<file path="src/rtl/tadc_pkg.sv">
package tadc_pkg;
  localparam int CMD_W = 8;
  localparam logic [2:0] CH_X = 3'b101;
  localparam logic [2:0] CH_Y = 3'b001;

  typedef struct packed {
    logic load;
    logic shiftDin;
    logic capture;
    logic commit;
  } seqStrb_t;

  typedef enum logic [2:0] {
    ST_IDLE,
    ST_LEAD,
    ST_HIGH,
    ST_LOW,
    ST_GAP
  } seqState_t;
endpackage

</file>
<file path="src/rtl/tadc_ctrl.sv">
module tadc_ctrl
  import tadc_pkg::*;
#(
  parameter int DIV_W      = 8,
  parameter int FRAME_CLKS = 24,
  parameter int RES_BITS   = 12,
  localparam int CNT_W     = $clog2(FRAME_CLKS + 1),
  localparam int RES_FIRST = CMD_W + 2,
  localparam int RES_LAST  = CMD_W + 1 + RES_BITS
) (
  input  logic             clk,
  input  logic             rstN,
  input  logic             start,
  input  logic [DIV_W-1:0] clkDiv,
  output logic             busy,
  output logic             done,
  output logic             csN,
  output logic             dclk,
  output seqStrb_t         strb
);
  seqState_t        state;
  logic [DIV_W-1:0] divCnt;
  logic [DIV_W-1:0] divLat;
  logic [CNT_W-1:0] bitCnt;
  logic [CNT_W-1:0] nextCnt;
  logic             gapHalf;
  logic             halfEnd;
  logic             lastClk;

  assign halfEnd = (divCnt == divLat);
  assign nextCnt = bitCnt + CNT_W'(1);
  assign lastClk = (bitCnt == CNT_W'(FRAME_CLKS));
  assign busy    = (state != ST_IDLE);

  always_comb begin
    strb          = '0;
    strb.load     = (state == ST_IDLE) && start;
    strb.shiftDin = (state == ST_HIGH) && halfEnd && !lastClk;
    strb.commit   = (state == ST_HIGH) && halfEnd && lastClk;
    strb.capture  = (state == ST_LOW) && halfEnd &&
                    (nextCnt >= CNT_W'(RES_FIRST)) && (nextCnt <= CNT_W'(RES_LAST));
  end

  always_ff @(posedge clk) begin
    if (!rstN) begin
      state   <= ST_IDLE;
      divCnt  <= '0;
      divLat  <= '0;
      bitCnt  <= '0;
      gapHalf <= 1'b0;
      csN     <= 1'b1;
      dclk    <= 1'b0;
      done    <= 1'b0;
    end else begin
      done <= strb.commit;
      case (state)
        ST_IDLE: begin
          if (start) begin
            state  <= ST_LEAD;
            csN    <= 1'b0;
            divCnt <= '0;
            divLat <= clkDiv;
            bitCnt <= '0;
          end
        end
        ST_LEAD: begin
          if (halfEnd) begin
            dclk   <= 1'b1;
            bitCnt <= nextCnt;
            divCnt <= '0;
            state  <= ST_HIGH;
          end else begin
            divCnt <= divCnt + DIV_W'(1);
          end
        end
        ST_HIGH: begin
          if (halfEnd) begin
            dclk   <= 1'b0;
            divCnt <= '0;
            if (lastClk) begin
              csN     <= 1'b1;
              gapHalf <= 1'b0;
              state   <= ST_GAP;
            end else begin
              state <= ST_LOW;
            end
          end else begin
            divCnt <= divCnt + DIV_W'(1);
          end
        end
        ST_LOW: begin
          if (halfEnd) begin
            dclk   <= 1'b1;
            bitCnt <= nextCnt;
            divCnt <= '0;
            state  <= ST_HIGH;
          end else begin
            divCnt <= divCnt + DIV_W'(1);
          end
        end
        ST_GAP: begin
          if (halfEnd) begin
            divCnt <= '0;
            if (gapHalf) state <= ST_IDLE;
            else gapHalf <= 1'b1;
          end else begin
            divCnt <= divCnt + DIV_W'(1);
          end
        end
        default: state <= ST_IDLE;
      endcase
    end
  end

  // never more clock edges than one frame holds
  a_r1_bitcnt_bound: assert property (@(posedge clk) disable iff (!rstN)
    bitCnt <= CNT_W'(FRAME_CLKS));
  // serial clock parked low while deselected
  a_r1_dclk_idle: assert property (@(posedge clk) disable iff (!rstN)
    csN |-> !dclk);
  // done is a single-cycle pulse inside busy
  a_r4_done_pulse: assert property (@(posedge clk) disable iff (!rstN)
    done |=> !done);
  a_r4_done_busy: assert property (@(posedge clk) disable iff (!rstN)
    done |-> busy);
  // gap keeps chip select high
  a_r7_gap_deselect: assert property (@(posedge clk) disable iff (!rstN)
    (state == ST_GAP) |-> csN);
  // start while busy does not restart the frame
  a_r9_no_restart: assert property (@(posedge clk) disable iff (!rstN)
    (busy && start && state != ST_GAP) |=> busy);
endmodule

</file>
<file path="src/rtl/tadc_dp.sv">
module tadc_dp
  import tadc_pkg::*;
#(
  parameter int RES_BITS    = 12,
  parameter int NARROW_BITS = 8,
  localparam int PAD        = RES_BITS - NARROW_BITS
) (
  input  logic                clk,
  input  logic                rstN,
  input  seqStrb_t            strb,
  input  logic [2:0]          chan,
  input  logic                mode8,
  input  logic                singleEnded,
  input  logic [1:0]          pwrDown,
  input  logic                scanEn,
  input  logic                dout,
  output logic                din,
  output logic [RES_BITS-1:0] result,
  output logic [2:0]          resultChan
);
  logic [CMD_W-1:0]    cmdSh;
  logic [CMD_W-1:0]    cmdWord;
  logic [RES_BITS-1:0] resSh;
  logic [2:0]          chanSel;
  logic [2:0]          chanLat;
  logic                refSel;
  logic                mode8Lat;
  logic                nextIsY;

  always_comb begin
    chanSel = scanEn ? (nextIsY ? CH_Y : CH_X) : chan;
    refSel  = scanEn ? 1'b0 : singleEnded;
    cmdWord = {1'b1, chanSel, mode8, refSel, pwrDown};
  end

  always_ff @(posedge clk) begin
    if (!rstN) begin
      cmdSh      <= '0;
      resSh      <= '0;
      chanLat    <= '0;
      mode8Lat   <= 1'b0;
      nextIsY    <= 1'b0;
      din        <= 1'b0;
      result     <= '0;
      resultChan <= '0;
    end else begin
      if (strb.load) begin
        cmdSh    <= cmdWord;
        din      <= cmdWord[CMD_W-1];
        resSh    <= '0;
        chanLat  <= chanSel;
        mode8Lat <= mode8;
        if (scanEn) nextIsY <= !nextIsY;
      end
      if (strb.shiftDin) begin
        cmdSh <= {cmdSh[CMD_W-2:0], 1'b0};
        din   <= cmdSh[CMD_W-2];
      end
      if (strb.capture) resSh <= {resSh[RES_BITS-2:0], dout};
      if (strb.commit) begin
        din        <= 1'b0;
        resultChan <= chanLat;
        result     <= mode8Lat ? {{PAD{1'b0}}, resSh[RES_BITS-1:PAD]} : resSh;
      end
    end
  end

  // the first bit placed on din is the start marker
  a_r2_start_marker: assert property (@(posedge clk) disable iff (!rstN)
    strb.load |=> din);
  // narrow results leave the upper bits clear
  a_r6_narrow_clear: assert property (@(posedge clk) disable iff (!rstN)
    (strb.commit && mode8Lat) |=> (result[RES_BITS-1:NARROW_BITS] == '0));
  // result only moves on commit
  a_r4_result_hold: assert property (@(posedge clk) disable iff (!rstN)
    !strb.commit |=> $stable(result));
  // scanning always sends a position channel
  a_r8_scan_chan: assert property (@(posedge clk) disable iff (!rstN)
    (strb.load && scanEn) |=> (chanLat == CH_X || chanLat == CH_Y));
endmodule

</file>
<file path="src/rtl/tadc_seq.sv">
module tadc_seq
  import tadc_pkg::*;
#(
  parameter int DIV_W    = 8,
  parameter int RES_BITS = 12
) (
  input  logic                clk,
  input  logic                rstN,
  input  logic                start,
  input  logic [2:0]          chan,
  input  logic                mode8,
  input  logic                singleEnded,
  input  logic [1:0]          pwrDown,
  input  logic                scanEn,
  input  logic [DIV_W-1:0]    clkDiv,
  input  logic                dout,
  output logic                busy,
  output logic                done,
  output logic [RES_BITS-1:0] result,
  output logic [2:0]          resultChan,
  output logic                csN,
  output logic                dclk,
  output logic                din
);
  seqStrb_t strb;

  tadc_ctrl #(.DIV_W(DIV_W), .FRAME_CLKS(24), .RES_BITS(RES_BITS)) i_ctrl (
    .clk(clk), .rstN(rstN), .start(start), .clkDiv(clkDiv),
    .busy(busy), .done(done), .csN(csN), .dclk(dclk), .strb(strb)
  );

  tadc_dp #(.RES_BITS(RES_BITS), .NARROW_BITS(8)) i_dp (
    .clk(clk), .rstN(rstN), .strb(strb), .chan(chan), .mode8(mode8),
    .singleEnded(singleEnded), .pwrDown(pwrDown), .scanEn(scanEn),
    .dout(dout), .din(din), .result(result), .resultChan(resultChan)
  );

  // data is steady across every rising serial clock edge
  a_r3_din_steady: assert property (@(posedge clk) disable iff (!rstN)
    $rose(dclk) |-> $stable(din));
endmodule

</file>
<file path="config.mk">
export PLATFORM = sky130hd
export DESIGN_NAME = tadc_seq
export DESIGN_NICKNAME = d
export VERILOG_FILES = /design/src/rtl/tadc_pkg.sv /design/src/rtl/tadc_ctrl.sv /design/src/rtl/tadc_dp.sv /design/src/rtl/tadc_seq.sv
export SDC_FILE = /design/constraint.sdc
export NUM_CORES = 1
export LEC_CHECK = 0
export BUFFER_PORTS_ARGS = -buffer_cell sky130_fd_sc_hd__clkbuf_2
export CORE_MARGIN = 5
export CORE_UTILIZATION = 40
export CTS_CLUSTER_DIAMETER = 60
export DETAILED_ROUTE_END_ITERATION = 7
export GPL_TIMING_DRIVEN = 0
export SYNTH_ARGS = -nofsm -noshare
export SYNTH_HDL_FRONTEND = slang
export SYNTH_SLANG_ARGS = --single-unit
</file>
<file path="constraint.sdc">
create_clock -name clk -period 2 [get_ports clk]
set_input_delay 0.5 -clock clk [delete_from_list [all_inputs] [get_ports clk]]
set_output_delay 0.5 -clock clk [all_outputs]
set_load 0.01 [all_outputs]
</file>
# --- Word level (Yosys, flattened, before mapping) ---
# Cells that the tools add are included.
totals:
  regBits: 68
  output_inout_bits: 20
  input_bits: 20
  wordCells: 97
classes:
  addsub: 2
  n_mux: 33
  n_bitwise: 1
  eq_ne: 12
  n_lt_le_gt_ge: 2
  n_reduce_logical: 30
op_table:
  columns: ["op", "count"]
  rows:
  - ["$mux 12", 3]
  - ["$mux 3", 8]
  - ["$mux 8", 2]
  - ["$pmux 8 s2", 1]
  - ["$mux 7", 2]
  - ["$reduce_bool 2->1", 7]
  - ["$pmux 3 s4", 1]
  - ["$mux 1", 10]
  - ["$mux 5", 2]
  - ["$ne 2x1->1 const B", 5]
  - ["$pmux 5 s2", 1]
  - ["$add 8x1->8 const B", 1]
  - ["$eq 8x8->1", 1]
  - ["$reduce_and 4->1", 2]
  - ["$logic_and 1x1->1", 7]
  - ["$eq 3x2->1 const B", 2]
  - ["$pmux 1 s2", 3]
  - ["$reduce_and 2->1", 3]
  - ["$reduce_and 3->1", 2]
  - ["$reduce_or 2->1", 3]
  - ["$add 5x1->5 const B", 1]
  - ["$eq 5x5->1 const B", 1]
  - ["$ge 5x4->1 const B", 1]
  - ["$le 5x5->1 const B", 1]
  - ["9 further kinds", 10]

# --- Logic depth before layout (Yosys ltp) ---
# Gate-level depths: netlist of the first run.
depth:
  word_depth: 5
  ltp_mapped: 8
  ltp_nobuf: 7

# --- By module ---
# A second synthesis of the first run with hierarchy kept.
hier_totals:
  hier_cells: 354
  hier_area_um2: 3225.6
by_module_without_submodules:
  columns: ["module", "instances", "seq_area_each_um2", "area_per_inst_um2", "cells_each"]
  rows:
  - ["tadc_dp", 1, 800.8, 1706.6, 174]
  - ["tadc_ctrl", 1, 560.5, 1519.0, 180]

# --- Worst setup path after synthesis of the first run ---
# Ideal clock, no wire load.
synth_timing:
  kind: "register to register"
  start: "register i_ctrl.divCnt[6]"
  end: "register i_dp.resSh[10]"
  setup_slack_ps: 54
  setup_ps: 72
  required_time_ps: 1928
  path_buffers: 2
  arrival_time_ps: 1875
  synth_period_minus_slack_ps: 1946
  path_stages_with_launch: 8
  path_cell_list: "dfxtp_1 xor2_1 nor4_2 and2_0 buf_4 o2111a_2 buf_8 mux2i_1"
synth_via:
  elab_chain_cells: 5
  word_cells_on_any_way: 6
  cone_classes: "eq/ne (1); mux (1); reduce/logical (4)"
synth_rtl:
  columns: ["item", "line_no", "text"]
  rows:
  - ["start, declared", "tadc_ctrl.sv:22", "logic [DIV_W-1:0] divCnt;"]
  - ["start signal, assigned", "tadc_ctrl.sv:73", "divCnt <= divCnt + DIV_W'(1);"]
  - ["start signal, assigned", "tadc_ctrl.sv:88", "divCnt <= divCnt + DIV_W'(1);"]
  - ["start signal, assigned", "tadc_ctrl.sv:98", "divCnt <= divCnt + DIV_W'(1);"]
  - ["$eq 8x8->1 *", "tadc_ctrl.sv:30", "assign halfEnd = (divCnt == divLat);"]
  - ["$logic_and 1x1->1 * (2 in series)", "tadc_ctrl.sv:40", "strb.capture = (state == ST_LOW) && halfEnd &&"]
  - ["$logic_and 1x1->1 *", "tadc_ctrl.sv:41", "(nextCnt >= CNT_W'(RES_FIRST)) && (nextCnt <= CNT_W'(RES_LAST));"]
  - ["$mux 12 / $reduce_bool 2->1 (equally long branches)", null, null]
  - ["end signal, assigned", "tadc_dp.sv:59", "if (strb.capture) resSh <= {resSh[RES_BITS-2:0], dout};"]
  - ["end, declared", "tadc_dp.sv:23", "logic [RES_BITS-1:0] resSh;"]
# Every way passes the cells marked *; elsewhere a longest branch is shown, timed or not.
# A chain may end at the register's enable or synchronous reset.

# --- Worst setup path after layout of the first run ---
layout_timing:
  start: "register i_ctrl.divCnt[5]"
  end: "register i_dp.resSh[1]"
# Same word-level chain as after synthesis.

==> impl_results.md, run 1 <==
- Seq/Total Area, Yosys: 0.4513
- Via density: 5.093
- First-pass iteration count of the detailed router: 4
- CTS tree: yes
- Fin nets: 428
- Max Slew Vio Count: 0
- Fin Setup TNS: 0 ns
- Max Freq: 0.5033 GHz
- Core ar.: 7292 um^2
- Pin count of the biggest net entering global routing: 13
- Slowest-stage cell, CP: dfxtp_4
- Switching Fraction: 0.3073
- Vias in the first global route: 2645
- Adder-cell share of the synthesized area: 0.01659
- NetSw: 0.0009996 W
- Synthesized-area fraction occupied by xor and xnor cells: 0.05516
- Async SR Flop Fraction: 0
- Area leader, netlist: dfxtp_1
- Critical path class: reg -> reg
- Delay-heaviest family, CP: simple AND/OR/NAND/NOR gates
- Status: complete, no violations
- Netlist cell types: 46
- Fillers: 721
- CTS Buf Count: 9
- Max-cap violations: 0
- Synth Register Bits: 68
- Mapped Cells: 341
- Worst-path clk slew: 0.07 ns
- CP arrival: 2.24 ns
- Hold crit path type: in -> reg
- # IOs: 40
- Post-route total power: 0.003253 W
- Register area: 1374 um^2
- Slowest stage delay, CP: 0.37 ns
- Routability cong.: 0.7955
- Die height: 96.84 um
- Top cell type's share of synthesized area: 0.4513
- Tightest Pin Transition: 0.6382 ns
- GRT Residual Overflow: 0
- Cell Pwr Density: 846.4 nW/um^2
- Largest family of logic cells by synthesized area: simple AND/OR/NAND/NOR gates
- Initial antenna violation count: 0
- Starting density of the core: 0.4137
- Post-route DRC: 0
- Wire per inst: 15.00 um
- Critical Path RT: 2.25 ns
- Mapped Area: 3017 um^2
- Clock root buffer: clkbuf_8
- Yosys warning count: 0
- Simple-Gate Fraction of Synth Area: 0.2298
- Leak: 1.505 nW
- Post-synth net total: 365
- Logic gate share of total power: 0.225
- Sequential Power Share: 0.454
- Area contributors post-synth: dfxtp_1, mux2i_1, nand2_1
- First-pass GRT wire length: 12.79 mm
- Buf/Inv on CP: 2
- Layout cells sized above 1: 0.2812
- Worst-case clock buffer depth: 2
- Final Cycle Share: 0.9934
- Antenna Violating Nets Remaining: 0
- Worst path cell trace: xor2_4 > nor4_4 > and2_4 > buf_6 > o2111a_2 > buf_8 > mux2i_2
- Hpwl dp: 5.329 mm
- Layout area overhead: 27.42%
- Die width: 96.84 um
- PortBufs: 38
- Max-slew headroom: 0.5745
- Vias: 2587
- Area of the multi-input gates: 1712 um^2
- Clk Latency, worst-skew pair: 0.34 ns
- Clock network power share: 0.320
- H-tree lvl count: 3
- Pint: 0.002254 W
- Maximum vdd ir drop: 0.3642 mV
- Initial DRC Count: 150
- Multiplexer share of the synthesized area: 0.08752
- Hold Vio Cnt, Final: 0
- Startpoint Class: register
- Area of the die: 9378 um^2
- Final Skew: 0.008857 ns
- Fin crit period: 1.987 ns
- Row count: 31
- Count of final setup violators: 0
- CP endpoint kind: register
- Clock Sinks: 68
- Number of flops mapped to enable cells by yosys: 0
- Final core occ: 0.5271
- RSZ-0062 raised after global routing: true
- Drt total wl: 7.618 mm
- Most used DFF post-synth: dfxtp_1
- Compound-cell area share of the yosys netlist: 0.1224
- CP Max Fanout: 5
- Antenna cells: 0
- Overall Global Routing Usage: 0.1657
- Syn_area_per_cell: 8.846 um^2
==> layer usage <==
layer  part of all wire  track usage  vias up
li1                   -            -     1313
met1               0.48       0.2171     1209
met2               0.47       0.2649       59
met3              0.044      0.05108        6
met4              0.010      0.04320        0
met5                  0            0        -
==> worst register-to-register path, delay by kind of cell (launching register included) <==
family / cells / cell delay [ns]
AND/OR/NAND/NOR: 2 / 0.57
flip-flops: 1 / 0.37
AO/OA/AOI/OAI: 1 / 0.29
buffers and inverters: 2 / 0.25
multiplexers: 1 / 0.22
XOR/XNOR: 1 / 0.19
==> worst paths after layout <==
kind / startpoint / end / slack, ns / cells after the start
worst min register to register: i_dp.result[5] / i_dp.result[5] / 0.45 / 2
worst max-delay path: i_ctrl.divCnt[5] / i_dp.resSh[1] / 0.01 / 7
worst max register to register: i_ctrl.divCnt[5] / i_dp.resSh[1] / 0.01 / 7
worst min-delay path: clkDiv[2] / i_ctrl.divLat[2] / 0.39 / 3
==> kinds of logic after synthesis <==
logic type,count (synthesis)
and+or+nand+nor,143
adders and majority gates,4
xor gates and xnor gates,19
AOI/OAI and AO/OA,55
buffers and inverters,26
DFF,68
muxes,26
==> power by group through the flow <==
stage	logic (W)	registers (W)	clock network (W)
floorplan	0.000385	0.00149	0
global placement	0.000529	0.00150	0
detailed placement	0.000535	0.00150	0
CTS	0.000642	0.00148	0.00109
global route	0.000802	0.00149	0.00115
finish	0.000733	0.00148	0.00104
==> cell usage after synthesis, drive strengths merged, types with 2 or more instances <==
master / instances
a21oi: 13
xor2: 17
nand3: 20
nor3b: 4
nor4: 6
o21a: 2
nor2: 28
nand4: 3
dfxtp: 68
xnor2: 2
a22o: 7
mux2i: 23
o21ai: 12
a22oi: 2
a41oi: 3
or2: 2
buf: 3
nand2: 60
a311oi: 4
clkbuf: 16
nor2b: 3
ha: 4
nor3: 6
and2: 3
and3: 2
mux2: 3
a31oi: 4
o22ai: 2
a211oi: 2
inv: 7
==> state kept, by name (all words and copies together), names as in the netlist <==
register	cells
i_ctrl.bitCnt	5
i_ctrl.csN	1
i_ctrl.dclk	1
i_ctrl.divCnt	8
i_ctrl.divLat	8
i_ctrl.done	1
i_ctrl.gapHalf	1
i_ctrl.state	3
i_dp.chanLat	3
i_dp.cmdSh	7
i_dp.din	1
i_dp.mode8Lat	1
i_dp.nextIsY	1
i_dp.resSh	12
i_dp.result	12
i_dp.resultChan	3
==> layout make-up <==
type	count	area share
Inverter	7	0.006836
Multi-Input combinational cell	247	0.4453
Clock buffer	11	0.03939
Clock inverter	5	0.009440
Timing Repair Buffer	54	0.08529
Sequential cell	68	0.3574
Tap cell	99	0.03223
Buffer	17	0.02409
==> through the flow <==
step                      hold slack [ns]  cell area, um^2  std cells  setup slack, ns
after floorplan                    0.4357             3017        341          0.05358
after global placement             0.4417             3331        478          -0.4292
after detailed placement           0.4451             3331        478          -0.4436
after CTS                          0.3697             3650        501         0.002023
after global routing               0.3766             3844        508         -0.06135
final                              0.3853             3844        508          0.01322
==> cell usage in the layout (no fill, tap or decap), types with 6 or more instances in the layout <==
| cell | instances |
|---|---|
| o21ai_0 | 11 |
| a21oi_1 | 13 |
| nor3_1 | 6 |
| clkbuf_2 | 40 |
| clkbuf_1 | 8 |
| nand2_1 | 60 |
| inv_1 | 6 |
| clkbuf_8 | 11 |
| a22o_1 | 7 |
| xor2_1 | 11 |
| nor2_1 | 28 |
| dfxtp_1 | 62 |
| mux2i_1 | 22 |
| buf_4 | 15 |
| nand3_1 | 19 |
==> what timing repair did <==
item | 4_1_cts | 5_1_grt
setup endpoints to repair | 50 | 44
setup buffers | 7 | 8
resized for setup | 16 | 31
hold buffers | 0 | 0
pin swaps | 5 | 5
gates cloned | 0 | 1
No activity file was read; power rests on OpenSTA's default activity.
==> run 2, diff against run 1 <==
--- a/config.mk
+++ b/config.mk
@@ -11,6 +11,7 @@
 export CTS_CLUSTER_DIAMETER = 60
 export DETAILED_ROUTE_END_ITERATION = 7
 export GPL_TIMING_DRIVEN = 0
+export REMOVE_ABC_BUFFERS = 1
 export SYNTH_ARGS = -nofsm -noshare
 export SYNTH_HDL_FRONTEND = slang
 export SYNTH_SLANG_ARGS = --single-unit
==> run 2 against run 1 <==
Register-to-register slack better by 0.097 ns. Setup slack better by 0.081 ns. Non-clock buffer count down 19. Global-route usage down 1.7 points. Design area down 3.0%. Highest routed layer unchanged.
==> impl_results.md, run 2 (synthesis gave the netlist of run 1 again) <==
- Maximum vdd ir drop: 0.3756 mV
- GRT met2 Usage: 0.2373
- Commonest non-fill, non-tap cell in the layout: dfxtp_1
- Count of final setup violators: 0
- Max Freq: 0.5248 GHz
- Hpwl dp: 4.526 mm
- Max-cap violations: 0
- Clock root buffer: clkbuf_8
- Fillers: 732
- Startpoint Class: register
- Layout cells sized above 1: 0.2513
- Worst-path clk slew: 0.07 ns
- GRT Residual Overflow: 0
- Worst-case clock buffer depth: 2
- Setup slack, reg-to-reg: 0.11 ns
- Pin count of the biggest net entering global routing: 34
- Max Slew Vio Count: 0
- CP arrival: 1.41 ns
- Drt total wl: 6.956 mm
- # IOs: 40
- Max-slew headroom: 0.5840
- Fin Setup TNS: 0 ns
- CP endpoint kind: output port
- Initial antenna violation count: 0
- Final Cycle Share: 0.9527
- Die width: 96.84 um
- Critical path class: reg -> out
- Post-route DRC: 0
- Routability cong.: 0.8335
- Register area: 1366 um^2
- Antenna Violating Nets Remaining: 0
- Leak: 1.455 nW
- Placed Cells incl. Taps: 461
- Antenna cells: 0
- Tightest Pin Transition: 0.6232 ns
- Commonest non-fill, non-tap cells in the layout: dfxtp_1, nand2_1, clkbuf_2, nor2_1, mux2i_1
- Hold crit path type: in -> reg
- Fin nets: 409
- Vias in the first global route: 2504
- Hold Buf Count CTS: 0
- Starting density of the core: 0.4137
- Area of the die: 9378 um^2
- Initial DRC Count: 87
- CTS Buf Count: 9
- Area of the multi-input gates: 1689 um^2
- Hold Vio Cnt, Final: 0
- Clock Sinks: 68
- Biggest regs: i_dp.resSh: 12 flops, i_dp.result: 12 flops
- First-pass iteration count of the detailed router: 4
- Final Skew: 0.005996 ns
- PortBufs: 39
- Cell Pwr Density: 881.0 nW/um^2
- Core ar.: 7292 um^2
- Fin crit period: 1.905 ns
- First-pass GRT wire length: 11.75 mm
- M3 GR Usage: 0.02662
- Layout area overhead: 23.60%
- H-tree lvl count: 3
- CTS tree: yes
- Via density: 5.196
- CP Max Fanout: 11
- Status: complete, no violations
- Wire per inst: 14.22 um
- Die height: 96.84 um
- RSZ-0062 raised after global routing: true
- Row count: 31
- Clk Latency, worst-skew pair: 0.34 ns
- Overall Global Routing Usage: 0.1488
- GR Util met1: 0.1974
- Critical Path RT: 1.50 ns
- Non-Filler Instances: 489
- Busiest grt layer: met2
- Vias: 2541
==> run 2: changes by cell type in the layout (fill, tap and decap cells not counted), moves of 2 or more <==
cell | previous run | this run
buf_2 | 3 | 1
nor4_2 | 3 | 1
xor2_1 | 11 | 15
dfxtp_4 | 2 | 0
clkbuf_1 | 8 | 1
buf_12 | 0 | 2
dfxtp_1 | 62 | 64
nor4_4 | 2 | 4
xor2_2 | 5 | 2
buf_4 | 15 | 10
clkbuf_2 | 40 | 38
clkinvlp_4 | 3 | 1
==> run 2: worst paths after layout <==
| kind | from | endpoint | cells past startpoint |
|---|---|---|---|
| setup / recovery | i_ctrl.state[2] | busy | 3 |
| hold / removal | clkDiv[5] | i_ctrl.divLat[5] | 3 |
| setup reg to reg | i_ctrl.state[2] | i_dp.cmdSh[2] | 4 |
| hold reg to reg | i_ctrl.csN | i_ctrl.csN | 2 |
==> run 2: per-stage QoR <==
| step | hold WS, ns | total power (W) | util | instance area, um^2 | worst slack, ns |
|---|---|---|---|---|---|
| 2_1_floorplan | 0.4357 | 0.001846 | - | 2930 | -0.05143 |
| 4_1_cts | 0.3716 | 0.003243 | 0.4979 | 3631 | 0.009305 |
| 6_report | 0.3787 | 0.003285 | 0.5113 | 3729 | 0.09462 |
| 3_3_place_gp | 0.4318 | 0.001996 | 0.4456 | 3249 | -0.9589 |
| 3_5_place_dp | 0.4414 | 0.002022 | 0.4494 | 3277 | -0.5690 |
| 5_1_grt | 0.3788 | 0.003442 | 0.5113 | 3729 | -0.01639 |
==> run 2: worst max-delay path, stage by stage, from the launching register on <==
cell and delay [ns]:
dfxtp_1 0.63, inv_1 0.18, nand2_1 0.13, clkbuf_2 0.14
==> run 2: metal layers <==
metal / vias to the layer above / routed length (um)
met1: 1200 / 3323
li1: 1280 / -
met2: 47 / 3289
met3: 14 / 204
met5: - / 0
met4: 0 / 138
==> run 2: final cells by class <==
type,instances,share of cell area
clock buffer,11,0.03792
inverter,7,0.007047
clock inverter,5,0.01611
sequential,68,0.3664
multi-input combinational,247,0.4530
timing repair buffer,52,0.08624
tap,99,0.03322
==> run 2: where the power goes <==
group	switching [W]	internal, W
clock network	0.000524	0.000615
logic	0.000375	0.000266
registers	0.0000808	0.00143
==> run 2: what timing repair did <==
item                                    CTS  global route
pin swaps                                 3             4
gates resized for setup                  13            14
endpoints found under the setup margin   54            43
setup buffers                             8             4
==> run 3, diff against run 2 <==
==> constraint.sdc (replaced) <==
create_clock -name clk -period 2.4 [get_ports clk]
set_input_delay 0.6 -clock clk [delete_from_list [all_inputs] [get_ports clk]]
set_output_delay 0.6 -clock clk [all_outputs]
set_load 0.01 [all_outputs]
==> run 3 against run 2 <==
Non-clock buffer count shrank 11. Sequential power fell by 17%. Total power shrank 20%. Sequential cell count is the same. Cell count down 2.2%. Largest cell class unchanged.
==> impl_results.md, run 3 (synthesis gave the netlist of run 1 again) <==
- CP arrival: 2.47 ns
- Count of final setup violators: 0
- Slowest stage delay, CP: 0.53 ns
- Hold Vio Cnt, Final: 0
- Maximum vdd ir drop: 0.3109 mV
- CP Max Fanout: 12
- Fin Setup TNS: 0 ns
- Hold Buf Count CTS: 0
- Hpwl dp: 4.526 mm
- Drt total wl: 6.636 mm
- Post-route DRC: 0
- Worst-path clk slew: 0.08 ns
- Startpoint Class: register
- Cell Pwr Density: 741.9 nW/um^2
- Clock network power share: 0.358
- Max Slew Vio Count: 0
- Final Cycle Share: 0.9183
- Fillers: 749
- Switching Fraction: 0.2928
- Final Skew: 0.008567 ns
- Layout area overhead: 17.63%
- Placed Cells incl. Taps: 461
- Commonest non-fill, non-tap cells in the layout: dfxtp_1, nand2_1, clkbuf_2, nor2_1, mux2i_1
- Hold crit path type: reg -> reg
- NetSw: 0.0007709 W
- Initial antenna violation count: 0
- Routability cong.: 0.8335
- Busiest grt layer: met2
- Worst path cell trace: xor2_1 > nor4_4 > and2_1 > o2111a_2 > buf_12 > mux2i_1
- Pint: 0.001862 W
- # IOs: 40
- Area of the die: 9378 um^2
- Vias: 2481
- Antenna Violating Nets Remaining: 0
- Commonest non-fill, non-tap cell in the layout: dfxtp_1
- Fin crit period: 2.204 ns
- Pin count of the biggest net entering global routing: 34
- Die width: 96.84 um
- GR Util met1: 0.1965
- Starting density of the core: 0.4137
- Logic gate share of total power: 0.167
- Clk Latency, worst-skew pair: 0.34 ns
- Antenna cells: 0
- Die height: 96.84 um
- Initial DRC Count: 117
- RSZ-0062 raised after global routing: false
- M3 GR Usage: 0.02662
- Sequential Power Share: 0.475
- H-tree lvl count: 3
- Wire per inst: 13.88 um
- GRT Residual Overflow: 0
- PortBufs: 39
- Core ar.: 7292 um^2
- Clock root buffer: clkbuf_8
- Buf/Inv on CP: 1
- Leak: 1.393 nW
- Status: complete, no violations
- CP endpoint kind: register
- Delay-heaviest family, CP: simple AND/OR/NAND/NOR gates
- Biggest regs: i_dp.resSh: 12 flops, i_dp.result: 12 flops
- Worst-case clock buffer depth: 2
- Max-cap violations: 0
- First-pass GRT wire length: 11.55 mm
- Critical path class: reg -> reg
- Row count: 31
- Max-slew headroom: 0.5508
- CTS Buf Count: 9
- CTS tree: yes
- First-pass iteration count of the detailed router: 4
- Non-Filler Instances: 478
- Via density: 5.190
- Overall Global Routing Usage: 0.1459
- Vias in the first global route: 2462
- Max Freq: 0.4538 GHz
- Clock Sinks: 68
- Tightest Pin Transition: 0.6738 ns
- Fin nets: 398
- Critical Path RT: 2.67 ns
- Layout cells sized above 1: 0.1926
- Slowest-stage cell, CP: nor4_4
- GRT met2 Usage: 0.2256
## run 3: metrics by stage
step                setup slack, ns  cell area [um^2]  hold WS, ns  total power (W)  utilization
finish                       0.1962              3548       0.4484         0.002633       0.4866
global route                0.03556              3548       0.4788         0.002768       0.4866
CTS                        0.005137              3496       0.4516         0.002641       0.4794
detailed placement          -0.2307              3277       0.4414         0.001685       0.4494
global placement            -0.6589              3249       0.4318         0.001663       0.4456
floorplan                    0.3195              2930       0.4357         0.001538            -
## run 3: area by class of cell
class                           instances  area, um^2  share of cell area
Tap cell                               99       123.9             0.03491
Clock buffer                           11       141.4             0.03985
Multi-Input combinational cell        247        1609              0.4535
Sequential cell                        68        1361              0.3836
Inverter                                7       26.28            0.007405
Timing Repair Buffer                   41       226.5             0.06382
Clock inverter                          5       60.06             0.01693
## run 3: final timing paths
| kind | slack (ns) | depth (start not counted) | end | startpoint |
|---|---|---|---|---|
| hold reg to reg | 0.45 | 2 | i_ctrl.csN | i_ctrl.csN |
| setup reg to reg | 0.20 | 6 | i_dp.resSh[2] | i_ctrl.divCnt[0] |
| hold / removal | 0.45 | 2 | i_ctrl.csN | i_ctrl.csN |
| setup / recovery | 0.20 | 6 | i_dp.resSh[2] | i_ctrl.divCnt[0] |
## run 3: routing by layer
layer	vias up	share of wire
li1	1266	-
met1	1149	0.48
met2	58	0.47
met3	8	0.036
met4	0	0.015
met5	-	0
## run 3: tightest hold or removal path, delay by kind of cell, from the launching register on
kind	cells	cell delay (ns)
flip-flops	1	0.31
AND/OR/NAND/NOR	2	0.09
## run 3: what timing repair did
item | 4_1_cts | 5_1_grt
gates resized for setup | 2 | 6
pin swaps | 0 | 1
buffers inserted | 0 | 1
endpoints found under the setup margin | 16 | 36
## run 3: power groups by stage
stage               Sequential, W  Clock, W  Combinational, W
floorplan                 0.00126         0          0.000278
global placement          0.00127         0          0.000391
detailed placement        0.00128         0          0.000409
CTS                       0.00125  0.000966          0.000425
global route              0.00126   0.00102          0.000492
finish                    0.00125  0.000943          0.000439
